==> src/rtl/vram_router_pkg.sv <==
package vram_router_pkg;
  localparam int VA_W      = 16;
  localparam int MASK_W    = 14;
  localparam int PAT_W     = 13;
  localparam int TILE_LOG  = 4;
  localparam int NT_PAGE_W = 10;
  localparam int NT_QUADS  = 4;
  localparam int BANK_W    = 2;
  localparam int PAL_N     = 32;
  localparam int PAL_W     = 6;
  localparam int A12_BIT   = 12;
  localparam logic [MASK_W-1:0] NT_BASE  = 14'h2000;
  localparam logic [MASK_W-1:0] PAL_BASE = 14'h3F00;

  typedef enum logic [1:0] {RGN_PAT, RGN_NT, RGN_PAL} region_e;
endpackage

==> src/rtl/vram_addr_ctr.sv <==
module vram_addr_ctr
  import vram_router_pkg::*;
#(
  parameter int W         = VA_W,
  parameter int WIDE_STEP = 32
) (
  input  logic         clk_i,
  input  logic         rst_ni,
  input  logic         frame_start_i,
  input  logic         step_wide_i,
  input  logic         load_i,
  input  logic [W-1:0] load_val_i,
  input  logic         wr_i,
  output logic [W-1:0] vaddr_o,
  output logic [W-1:0] xor_o,
  output logic         a12_rise_o
);
  logic [W-1:0] vaddr_q, step_q, adv;

  assign adv     = vaddr_q + step_q;
  assign vaddr_o = vaddr_q;

  always_ff @(posedge clk_i or negedge rst_ni) begin
    if (!rst_ni) begin
      vaddr_q    <= '0;
      step_q     <= W'(1);
      xor_o      <= '0;
      a12_rise_o <= 1'b0;
    end else begin
      if (frame_start_i) step_q <= step_wide_i ? W'(WIDE_STEP) : W'(1);
      a12_rise_o <= 1'b0;
      if (wr_i) begin
        xor_o      <= adv ^ vaddr_q;
        a12_rise_o <= !vaddr_q[A12_BIT] && adv[A12_BIT];
      end
      if (load_i)    vaddr_q <= load_val_i;
      else if (wr_i) vaddr_q <= adv;
    end
  end

  p_step_r2: assert property (@(posedge clk_i) disable iff (!rst_ni)
    (wr_i && !load_i) |=> vaddr_q == $past(vaddr_q) + $past(step_q));
  p_load_r2: assert property (@(posedge clk_i) disable iff (!rst_ni)
    load_i |=> vaddr_q == $past(load_val_i));
  p_xor_r9: assert property (@(posedge clk_i) disable iff (!rst_ni)
    !wr_i |=> $stable(xor_o));
  p_rise_r10: assert property (@(posedge clk_i) disable iff (!rst_ni)
    a12_rise_o |-> xor_o[A12_BIT]);
endmodule

==> src/rtl/vram_region_dec.sv <==
module vram_region_dec
  import vram_router_pkg::*;
(
  input  logic [MASK_W-1:0] addr_i,
  output region_e           rgn_o
);
  always_comb begin
    if (addr_i < NT_BASE)       rgn_o = RGN_PAT;
    else if (addr_i < PAL_BASE) rgn_o = RGN_NT;
    else                        rgn_o = RGN_PAL;
  end
endmodule

==> src/rtl/vram_pal_store.sv <==
module vram_pal_store #(
  parameter int N  = 32,
  parameter int W  = 6,
  localparam int IW = $clog2(N)
) (
  input  logic           clk_i,
  input  logic           rst_ni,
  input  logic           clear_i,
  input  logic           we_i,
  input  logic [IW-1:0]  idx_i,
  input  logic [W-1:0]   data_i,
  output logic [N*W-1:0] pal_o,
  output logic           changed_o
);
  logic [W-1:0]  pal_q [N];
  logic [IW-1:0] idx_m;

  // entries whose low two index bits are zero share storage across halves
  always_comb begin
    idx_m = idx_i;
    if (idx_i[1:0] == 2'b00) idx_m[IW-1] = 1'b0;
  end

  for (genvar g = 0; g < N; g++) begin : g_out
    assign pal_o[g*W +: W] = pal_q[g];
  end

  always_ff @(posedge clk_i or negedge rst_ni) begin
    if (!rst_ni) begin
      for (int i = 0; i < N; i++) pal_q[i] <= '0;
      changed_o <= 1'b0;
    end else begin
      if (clear_i) changed_o <= 1'b0;
      if (we_i) begin
        pal_q[idx_m] <= data_i;
        if (pal_q[idx_m] != data_i) changed_o <= 1'b1;
      end
    end
  end

  p_chg_src_r8: assert property (@(posedge clk_i) disable iff (!rst_ni)
    $rose(changed_o) |-> $past(we_i));
  p_clr_r11: assert property (@(posedge clk_i) disable iff (!rst_ni)
    (clear_i && !we_i) |=> !changed_o);
  p_sticky_r8: assert property (@(posedge clk_i) disable iff (!rst_ni)
    (changed_o && !clear_i) |=> changed_o);
endmodule

==> src/rtl/vram_dirty_map.sv <==
module vram_dirty_map #(
  parameter int TILES = 512,
  localparam int IW   = $clog2(TILES)
) (
  input  logic             clk_i,
  input  logic             rst_ni,
  input  logic             clear_i,
  input  logic             set_i,
  input  logic [IW-1:0]    idx_i,
  output logic [TILES-1:0] map_o
);
  logic [TILES-1:0] nxt;

  always_comb begin
    nxt = clear_i ? '0 : map_o;
    if (set_i) nxt[idx_i] = 1'b1;
  end

  always_ff @(posedge clk_i or negedge rst_ni) begin
    if (!rst_ni) map_o <= '0;
    else         map_o <= nxt;
  end

  p_set_r5: assert property (@(posedge clk_i) disable iff (!rst_ni)
    set_i |=> map_o[$past(idx_i)]);
  p_grow_r5: assert property (@(posedge clk_i) disable iff (!rst_ni)
    !clear_i |=> $countones(map_o) <= $countones($past(map_o)) + 1);
endmodule

==> src/rtl/vram_port_router.sv <==
module vram_port_router
  import vram_router_pkg::*;
#(
  parameter int WIDE_STEP = 32,
  localparam int TILES    = 1 << (PAT_W - TILE_LOG),
  localparam int NT_W     = BANK_W + NT_PAGE_W
) (
  input  logic                   clk_i,
  input  logic                   rst_ni,
  input  logic                   frame_start_i,
  input  logic                   step_wide_i,
  input  logic                   addr_load_i,
  input  logic [VA_W-1:0]        addr_load_val_i,
  input  logic                   wr_i,
  input  logic [7:0]             wr_data_i,
  input  logic [NT_QUADS*BANK_W-1:0] nt_bank_i,
  input  logic                   pat_writable_i,
  input  logic                   clear_i,
  output logic [VA_W-1:0]        vaddr_o,
  output logic [VA_W-1:0]        addr_xor_o,
  output logic                   a12_rise_o,
  output logic                   pat_we_o,
  output logic [PAT_W-1:0]       pat_addr_o,
  output logic [7:0]             pat_data_o,
  output logic                   nt_we_o,
  output logic [NT_W-1:0]        nt_addr_o,
  output logic [7:0]             nt_data_o,
  output logic [PAL_N*PAL_W-1:0] pal_o,
  output logic                   pal_changed_o,
  output logic [TILES-1:0]       dirty_o
);
  logic [MASK_W-1:0] masked;
  region_e           rgn;
  logic              pat_go, nt_go, pal_go;
  logic [BANK_W-1:0] bank;

  vram_addr_ctr #(.W(VA_W), .WIDE_STEP(WIDE_STEP)) i_ctr (
    .clk_i, .rst_ni, .frame_start_i, .step_wide_i,
    .load_i(addr_load_i), .load_val_i(addr_load_val_i), .wr_i,
    .vaddr_o, .xor_o(addr_xor_o), .a12_rise_o
  );

  assign masked = vaddr_o[MASK_W-1:0];

  vram_region_dec i_dec (.addr_i(masked), .rgn_o(rgn));

  assign pat_go = wr_i && (rgn == RGN_PAT) && pat_writable_i;
  assign nt_go  = wr_i && (rgn == RGN_NT);
  assign pal_go = wr_i && (rgn == RGN_PAL);
  assign bank   = nt_bank_i[masked[NT_PAGE_W +: BANK_W]*BANK_W +: BANK_W];

  vram_pal_store #(.N(PAL_N), .W(PAL_W)) i_pal (
    .clk_i, .rst_ni, .clear_i, .we_i(pal_go),
    .idx_i(masked[$clog2(PAL_N)-1:0]), .data_i(wr_data_i[PAL_W-1:0]),
    .pal_o, .changed_o(pal_changed_o)
  );

  vram_dirty_map #(.TILES(TILES)) i_dirty (
    .clk_i, .rst_ni, .clear_i, .set_i(pat_go),
    .idx_i(masked[PAT_W-1:TILE_LOG]), .map_o(dirty_o)
  );

  always_ff @(posedge clk_i or negedge rst_ni) begin
    if (!rst_ni) begin
      pat_we_o   <= 1'b0;
      pat_addr_o <= '0;
      pat_data_o <= '0;
      nt_we_o    <= 1'b0;
      nt_addr_o  <= '0;
      nt_data_o  <= '0;
    end else begin
      pat_we_o <= pat_go;
      nt_we_o  <= nt_go;
      if (wr_i) begin
        pat_addr_o <= masked[PAT_W-1:0];
        pat_data_o <= wr_data_i;
        nt_addr_o  <= {bank, masked[NT_PAGE_W-1:0]};
        nt_data_o  <= wr_data_i;
      end
    end
  end

  p_excl_r3: assert property (@(posedge clk_i) disable iff (!rst_ni)
    !(pat_we_o && nt_we_o));
  p_ro_r4: assert property (@(posedge clk_i) disable iff (!rst_ni)
    pat_we_o |-> $past(pat_writable_i) && $past(wr_i));
  p_nt_src_r6: assert property (@(posedge clk_i) disable iff (!rst_ni)
    nt_we_o |-> $past(wr_i));
endmodule

==> config.mk <==
export PLATFORM = sky130hd
export DESIGN_NAME = vram_port_router
export DESIGN_NICKNAME = d
export VERILOG_FILES = /design/src/rtl/vram_router_pkg.sv /design/src/rtl/vram_addr_ctr.sv /design/src/rtl/vram_region_dec.sv /design/src/rtl/vram_pal_store.sv /design/src/rtl/vram_dirty_map.sv /design/src/rtl/vram_port_router.sv
export SDC_FILE = /design/constraint.sdc
export NUM_CORES = 1
export LEC_CHECK = 0
export BUFFER_PORTS_ARGS = -buffer_cell sky130_fd_sc_hd__buf_2
export CAP_MARGIN = 15
export CORE_AREA = 2 2 322 324
export CTS_CLUSTER_SIZE = 14
export DETAILED_ROUTE_END_ITERATION = 16
export DIE_AREA = 0 0 324 326
export SYNTH_ARGS = -nofsm -noshare
export SYNTH_HDL_FRONTEND = slang
export SYNTH_SLANG_ARGS = --single-unit
==> constraint.sdc <==
create_clock -name clk_i -period 4.91 [get_ports clk_i]
set_clock_uncertainty 0.05 [all_clocks]
set_input_delay 0.491 -clock clk_i [delete_from_list [all_inputs] [get_ports clk_i]]
set_output_delay 0.491 -clock clk_i [all_outputs]
set_load 0.01 [all_outputs]
== Word level (Yosys, flattened, before mapping) ==
Cells that the tools add are included.
Operators by class
  $add $sub $neg: 1
  $lt $le $gt $ge: 6
  equal/unequal tests: 3
  shift-type cells: 1
  multiplexer cells: 20
  bitwise gates (word level): 3
  reductions and logical operators: 11
Operators by type and width (count)
  two-way mux 512 bit: 2
  OR 512 bit: 1
  bitwise mux 192 bit: 1
  two-way mux 16 bit: 2
  binary-select mux 6 bit (select 5 bit): 1
  demux 6 bit (select 5 bit): 1
  < comparator 14 bit, second input constant: 2
  two-way mux 6 bit: 4
  adder 16 bit: 1
  XOR 16 bit: 1
  < comparator 9 x 10 -> 1 bit, second input constant: 1
  demux 1 bit (select 9 bit): 1
  >= comparator 9 x 1 -> 1 bit, second input constant: 1
  variable part select 8 x 4 -> 2 bit: 1
  logical AND 1 bit: 7
  >= comparator 6 bit, second input constant: 1
  < comparator 6 x 1 -> 1 bit, second input constant: 1
  two-way mux 1 bit: 6
  != test 6 bit: 1
  NOT 5 -> 6 bit: 1
  zero test 2 bit: 2
  two-way mux 2 bit: 2
  equality test 2 x 1 -> 1 bit, second input constant: 1
  equality test 2 bit, second input constant: 1
  2 further kinds: 2
Storage, ports and cells
  register bits after elaboration: 789
  input bits: 40
  output and inout bits: 781
  word-level logic and storage cells: 88

== Longest topological paths before layout ==
  word-level depth: 9
  gate-level depth with buffers: 9
  gate-level depth less buffers: 8

== Cells and area by module ==
From an unflattened synthesis, not the netlist that was laid out.
Second synthesis, totals
  cell total of the unflattened synthesis: 2696
  area, all modules: 34048.9 um2
By module, submodules not included
  vram_dirty_map: times used 1, cells each 1836, area each 22346.4 um2, seq. area each 12812.3 um2
  vram_pal_store: times used 1, cells each 604, area each 8689.6 um2, seq. area each 4829.6 um2
  vram_addr_ctr: times used 1, cells each 169, area each 1762.9 um2, seq. area each 877.1 um2
  vram_port_router: times used 1, cells each 82, area each 1224.9 um2, seq. area each 625.6 um2
  vram_region_dec: times used 1, cells each 5, area each 25.0 um2, seq. area each 0.0 um2

== Least setup slack after synthesis ==
OpenSTA, ideal clock, no wires.
  path type: register to register
  start point: register i_ctr.vaddr_q[1], in the netlist i_ctr.vaddr_o[1]
  end point: register i_pal.changed_o
  library setup time: 0.131 ns
  arrival time: 2.198 ns
  required time: 4.729 ns
  path slack: 2.531 ns
  stages on the path, launching flop included: 9
  path buffers: 2
  period minus slack after synthesis: 2.379 ns
  cells stage by stage: dfrtp_1 -> buf_4 -> clkbuf_1 -> mux4_1 -> mux2i_1 -> o22ai_1 -> or4_1 -> a22oi_1 -> a31oi_1
Between the ends
  longest elaborated chain between the ends: 9
  elaborated cells on any way between the ends: 15
  classes of those cells: order compare (2); eq/ne (2); mux (8); bitwise (1); reduce/logical (2)
RTL lines
  from (decl): RTL line vram_addr_ctr.sv:18  | logic [W-1:0] vaddr_q, step_q, adv;
  from (signal assigned): RTL line vram_addr_ctr.sv:36  | if (load_i) vaddr_q <= load_val_i;
  from (signal assigned): RTL line vram_addr_ctr.sv:37  | else if (wr_i) vaddr_q <= adv;
  zero test 2 bit: RTL line vram_pal_store.sv:21  | if (idx_i[1:0] == 2'b00) idx_m[IW-1] = 1'b0;
  two-way mux 1 bit: RTL line vram_pal_store.sv:21
  NOT 5 -> 6 bit (implied by the code): RTL line vram_pal_store.sv:36  | if (pal_q[idx_m] != data_i) changed_o <= 1'b1;
  binary-select mux 6 bit (select 5 bit): RTL line vram_pal_store.sv:36
  two-way mux 6 bit (implied by the code) (2 in a row): RTL line vram_pal_store.sv:36
  != test 6 bit: RTL line vram_pal_store.sv:36
  two-way mux 1 bit: RTL line vram_pal_store.sv:36
  two-way mux 1 bit *: RTL line vram_pal_store.sv:34  | if (we_i) begin
  to (signal assigned): RTL line vram_pal_store.sv:31  | changed_o <= 1'b0;
  to (signal assigned): RTL line vram_pal_store.sv:33  | if (clear_i) changed_o <= 1'b0;
  to (signal assigned): RTL line vram_pal_store.sv:36
  to (decl): RTL line vram_pal_store.sv:13  | output logic changed_o
Every way passes the cells marked *; elsewhere a longest branch is shown, timed or not. The select of a mux whose other input is x is not followed.
A chain may end at the register's enable or synchronous reset.

== Worst setup path in the final report ==
Ends and elaborated chain as after synthesis.

==> flow_summary.json <==
{
  "post-route-drc-count": 0,
  "ctsLongestPathBuffers": 3,
  "startpoint_type": "flip-flop",
  "yosys_warnings": 0,
  "vdd_drop_max_v": 0.000229,
  "post_drt_wl_per_cell_um": 25.8,
  "grt_max_degree": 139,
  "ys_async_sr_fraction": 1.00,
  "regArea_mm2": 0.0191,
  "final_max_slew_viol_count": 0,
  "groute.usage.overall": 0.228,
  "antenna_left": 0,
  "ctsHtreeMaxLevel": 3,
  "die_area_mm2": 0.106,
  "cts-hold-fix-buffers": 18,
  "gp_congestion": 0.875,
  "tritoncts": "built",
  "numCtsBuffers": 85,
  "synth-seq-area-share": 0.634,
  "placed_area_mm2": 0.0355,
  "clock_power_share": 0.469,
  "clkTransAtPathRegs_ns": 0.06,
  "cp.arrival_ns": 3.59,
  "synth_cells": 2585,
  "post-route-min-period_ns": 3.12,
  "n_fill_cell": 10200,
  "syn_area_mm2": 0.0302,
  "fin_tns_setup_ns": 0,
  "worstPathMaxFanout": 49,
  "setup_viol": 0,
  "synth_nets": 2630,
  "clkSinkCount": 765,
  "multi_input_area_mm2": 0.00812,
  "worstSetupEndpointType": "flip-flop",
  "vias_per_cell": 4.85,
  "synth-main-ff-cell": "dfrtp_1",
  "p_seq_frac": 0.464,
  "ys_ff_latch": 765,
  "dp.cells": 4595,
  "cp_cell_sequence": "buf_4, mux2_2, a221oi_1, nor3_1, or4_1, a22oi_1, a31oi_1",
  "ys_types": 47,
  "rsz0062_at_grt": "false",
  "die_width_um": 324,
  "power_frac_comb": 0.067,
  "antenna_found_initial": 12,
  "p_sw_frac": 0.253,
  "vias": 23100,
  "internal_power_mw": 10.4,
  "clkLatencyLatePin_ns": 0.66,
  "hold_viol_final": 0,
  "die_h_um": 326,
  "grt_pass1_vias": 23100,
  "detail_route.first_pass.iterations": 7,
  "cap_violations": 0,
  "layout.cells.non_filler": 4776,
  "status": "finished, final reports clean",
  "drtIter0Drc": 1623,
  "slowest_stage": "dfrtp_4",
  "switching_power_mw": 3.54,
  "max_freq_ghz": 0.320,
  "area_growth_syn_to_layout_pct": 28.0,
  "dp_slack_ns": 1.79,
  "start_util": 0.294,
  "avgSynthCellArea_um2": 11.7,
  "slowest_delay_ns": 0.84,
  "root_buffer": "clkbuf_16",
  "max_slew.worst_pin.slew_ns": 1.15,
  "p_leak_nw": 19.4,
  "nets": 3365,
  "cts_resized": 0,
  "grt-ovfl-total": 0,
  "finalCritPeriodShare": 0.636,
  "criticalPathCategory": "reg2reg",
  "rows": 118,
  "layout-drive-gt1-share": 0.370,
  "drt-total-wl_mm": 123,
  "grt_pass1_wl_mm": 174,
  "final_area_mm2": 0.0386,
  "core_area_mm2": 0.103,
  "worstPathRequired_ns": 5.38,
  "relSlewSlack": 0.232,
  "hp-class": "in2reg",
  "dpl.hpwl_mm": 85.7,
  "postCtsSetupBuffers": 0,
  "setup_ws_ns": 1.79,
  "io_pins": 821,
  "place.port_buffers": 820,
  "power_density_mw_per_mm2": 362,
  "synth-edff-count": 0
}
[kinds of logic (layout without fill, tap and decap cells)]
group | after synthesis | in the layout | share of synthesized area
adders and majority gates | 5 | 5 | 0.00207
buffers and inverters | 762 | 1566 | 0.0987
AOI/OAI and AO/OA | 578 | 578 | 0.120
muxes | 266 | 266 | 0.112
other | 0 | 7 | 0
DFF | 765 | 765 | 0.634
xor gates and xnor gates | 16 | 16 | 0.00464
and+or+nand+nor | 193 | 193 | 0.0289
[flip-flops by register name, indices dropped and copies added (netlist names), 2 cells and up]
| register | cells |
|---|---|
| i_ctr.step_q | 2 |
| i_ctr.vaddr_o | 16 |
| i_ctr.xor_o | 16 |
| i_dirty.map_o | 512 |
| i_pal.pal_o | 192 |
| nt_addr_o | 2 |
| nt_data_o | 8 |
| pat_addr_o | 13 |
[power groups by stage]
stage               clock network, mW  logic [mW]  registers [mW]
floorplan                           0       0.448            6.57
global placement                    0       0.943            6.61
detailed placement                  0       0.944            6.61
CTS                              6.70       0.962            6.49
global route                     6.95        1.02            6.50
finish                           6.56       0.937            6.49
[path summary, 6_finish.rpt]
check	endpoint	from	depth (start not counted)	slack (ns)
min	i_ctr.vaddr_o[12]	addr_load_val_i[12]	3	0.07
max in group asynchronous	i_dirty.map_o[335]	rst_ni	3	3.11
min reg2reg	i_pal.pal_o[96]	i_pal.pal_o[96]	0	0.32
min in group asynchronous	i_pal.pal_o[171]	rst_ni	2	0.37
max reg2reg	i_pal.changed_o	i_ctr.vaddr_o[1]	7	1.79
max	i_pal.changed_o	i_ctr.vaddr_o[1]	7	1.79
[layout make-up]
cell class                      count  share of cell area
Inverter                          525              0.0510
Timing Repair Buffer              885               0.123
Clock buffer                      128              0.0644
Clock inverter                     28              0.0108
Tap cell                         1380              0.0447
Antenna cell                        7            0.000453
Sequential cell                   765               0.495
Multi-Input combinational cell   1058               0.210
[stage by stage]
| stage | hold slack [ns] | total power [mW] | utilization |
|---|---|---|---|
| finish | 0.0729 | 14.0 | 0.377 |
| global route | 0.0409 | 14.5 | 0.377 |
| CTS | 0.00994 | 14.2 | 0.376 |
| detailed placement | 0.310 | 7.55 | 0.346 |
| global placement | 0.310 | 7.55 | 0.346 |
| floorplan | 0.145 | 7.01 | - |
[layout by cell type (no fill, tap or decap), types with 7 or more instances in the layout]
cell type	instances
a221oi_1	9
buf_12	8
buf_2	817
buf_4	40
clkbuf_1	23
clkbuf_16	85
clkbuf_8	20
clkinv_2	8
dfrtp_1	762
diode_2	7
dlygate4sd3_1	18
inv_1	523
mux2_2	201
mux2i_1	31
mux4_1	8
mux4_2	26
nand2_1	105
nand2_2	12
nor2_1	23
nor3_1	8
o21ai_0	30
o22ai_1	522
xnor2_1	10
[synth_stat cells, drive strengths merged (6+ instances only)]
cell	number	area share
a21o	6	0.0015
a221oi	9	0.0026
and3	6	0.0012
buf	48	0.0099
clkbuf	189	0.024
dfrtp	764	0.63
inv	524	0.065
mux2	201	0.075
mux2i	31	0.010
mux4	34	0.026
nand2	117	0.015
nor2	24	0.0030
nor2b	6	0.0012
nor3	8	0.0013
o21ai	30	0.0050
o22ai	522	0.11
xnor2	10	0.0029
xor2	6	0.0017
[metal layers]
metal / GRT usage / share of wire / vias to the layer above
li1: - / - / 10200
met1: 0.279 / 0.39 / 11700
met2: 0.375 / 0.48 / 984
met3: 0.0747 / 0.086 / 205
met4: 0.0797 / 0.035 / 4
met5: 0 / 0.00020 / -
[critical path: cells and delay by family, from the launching register on]
family | cells | cell delay [ns]
AOI/OAI and AO/OA | 3 | 0.60
buffers and inverters | 1 | 0.49
DFF | 1 | 0.84
muxes | 1 | 0.38
and+or+nand+nor | 2 | 0.60
Power figures use the tool's default switching activity.
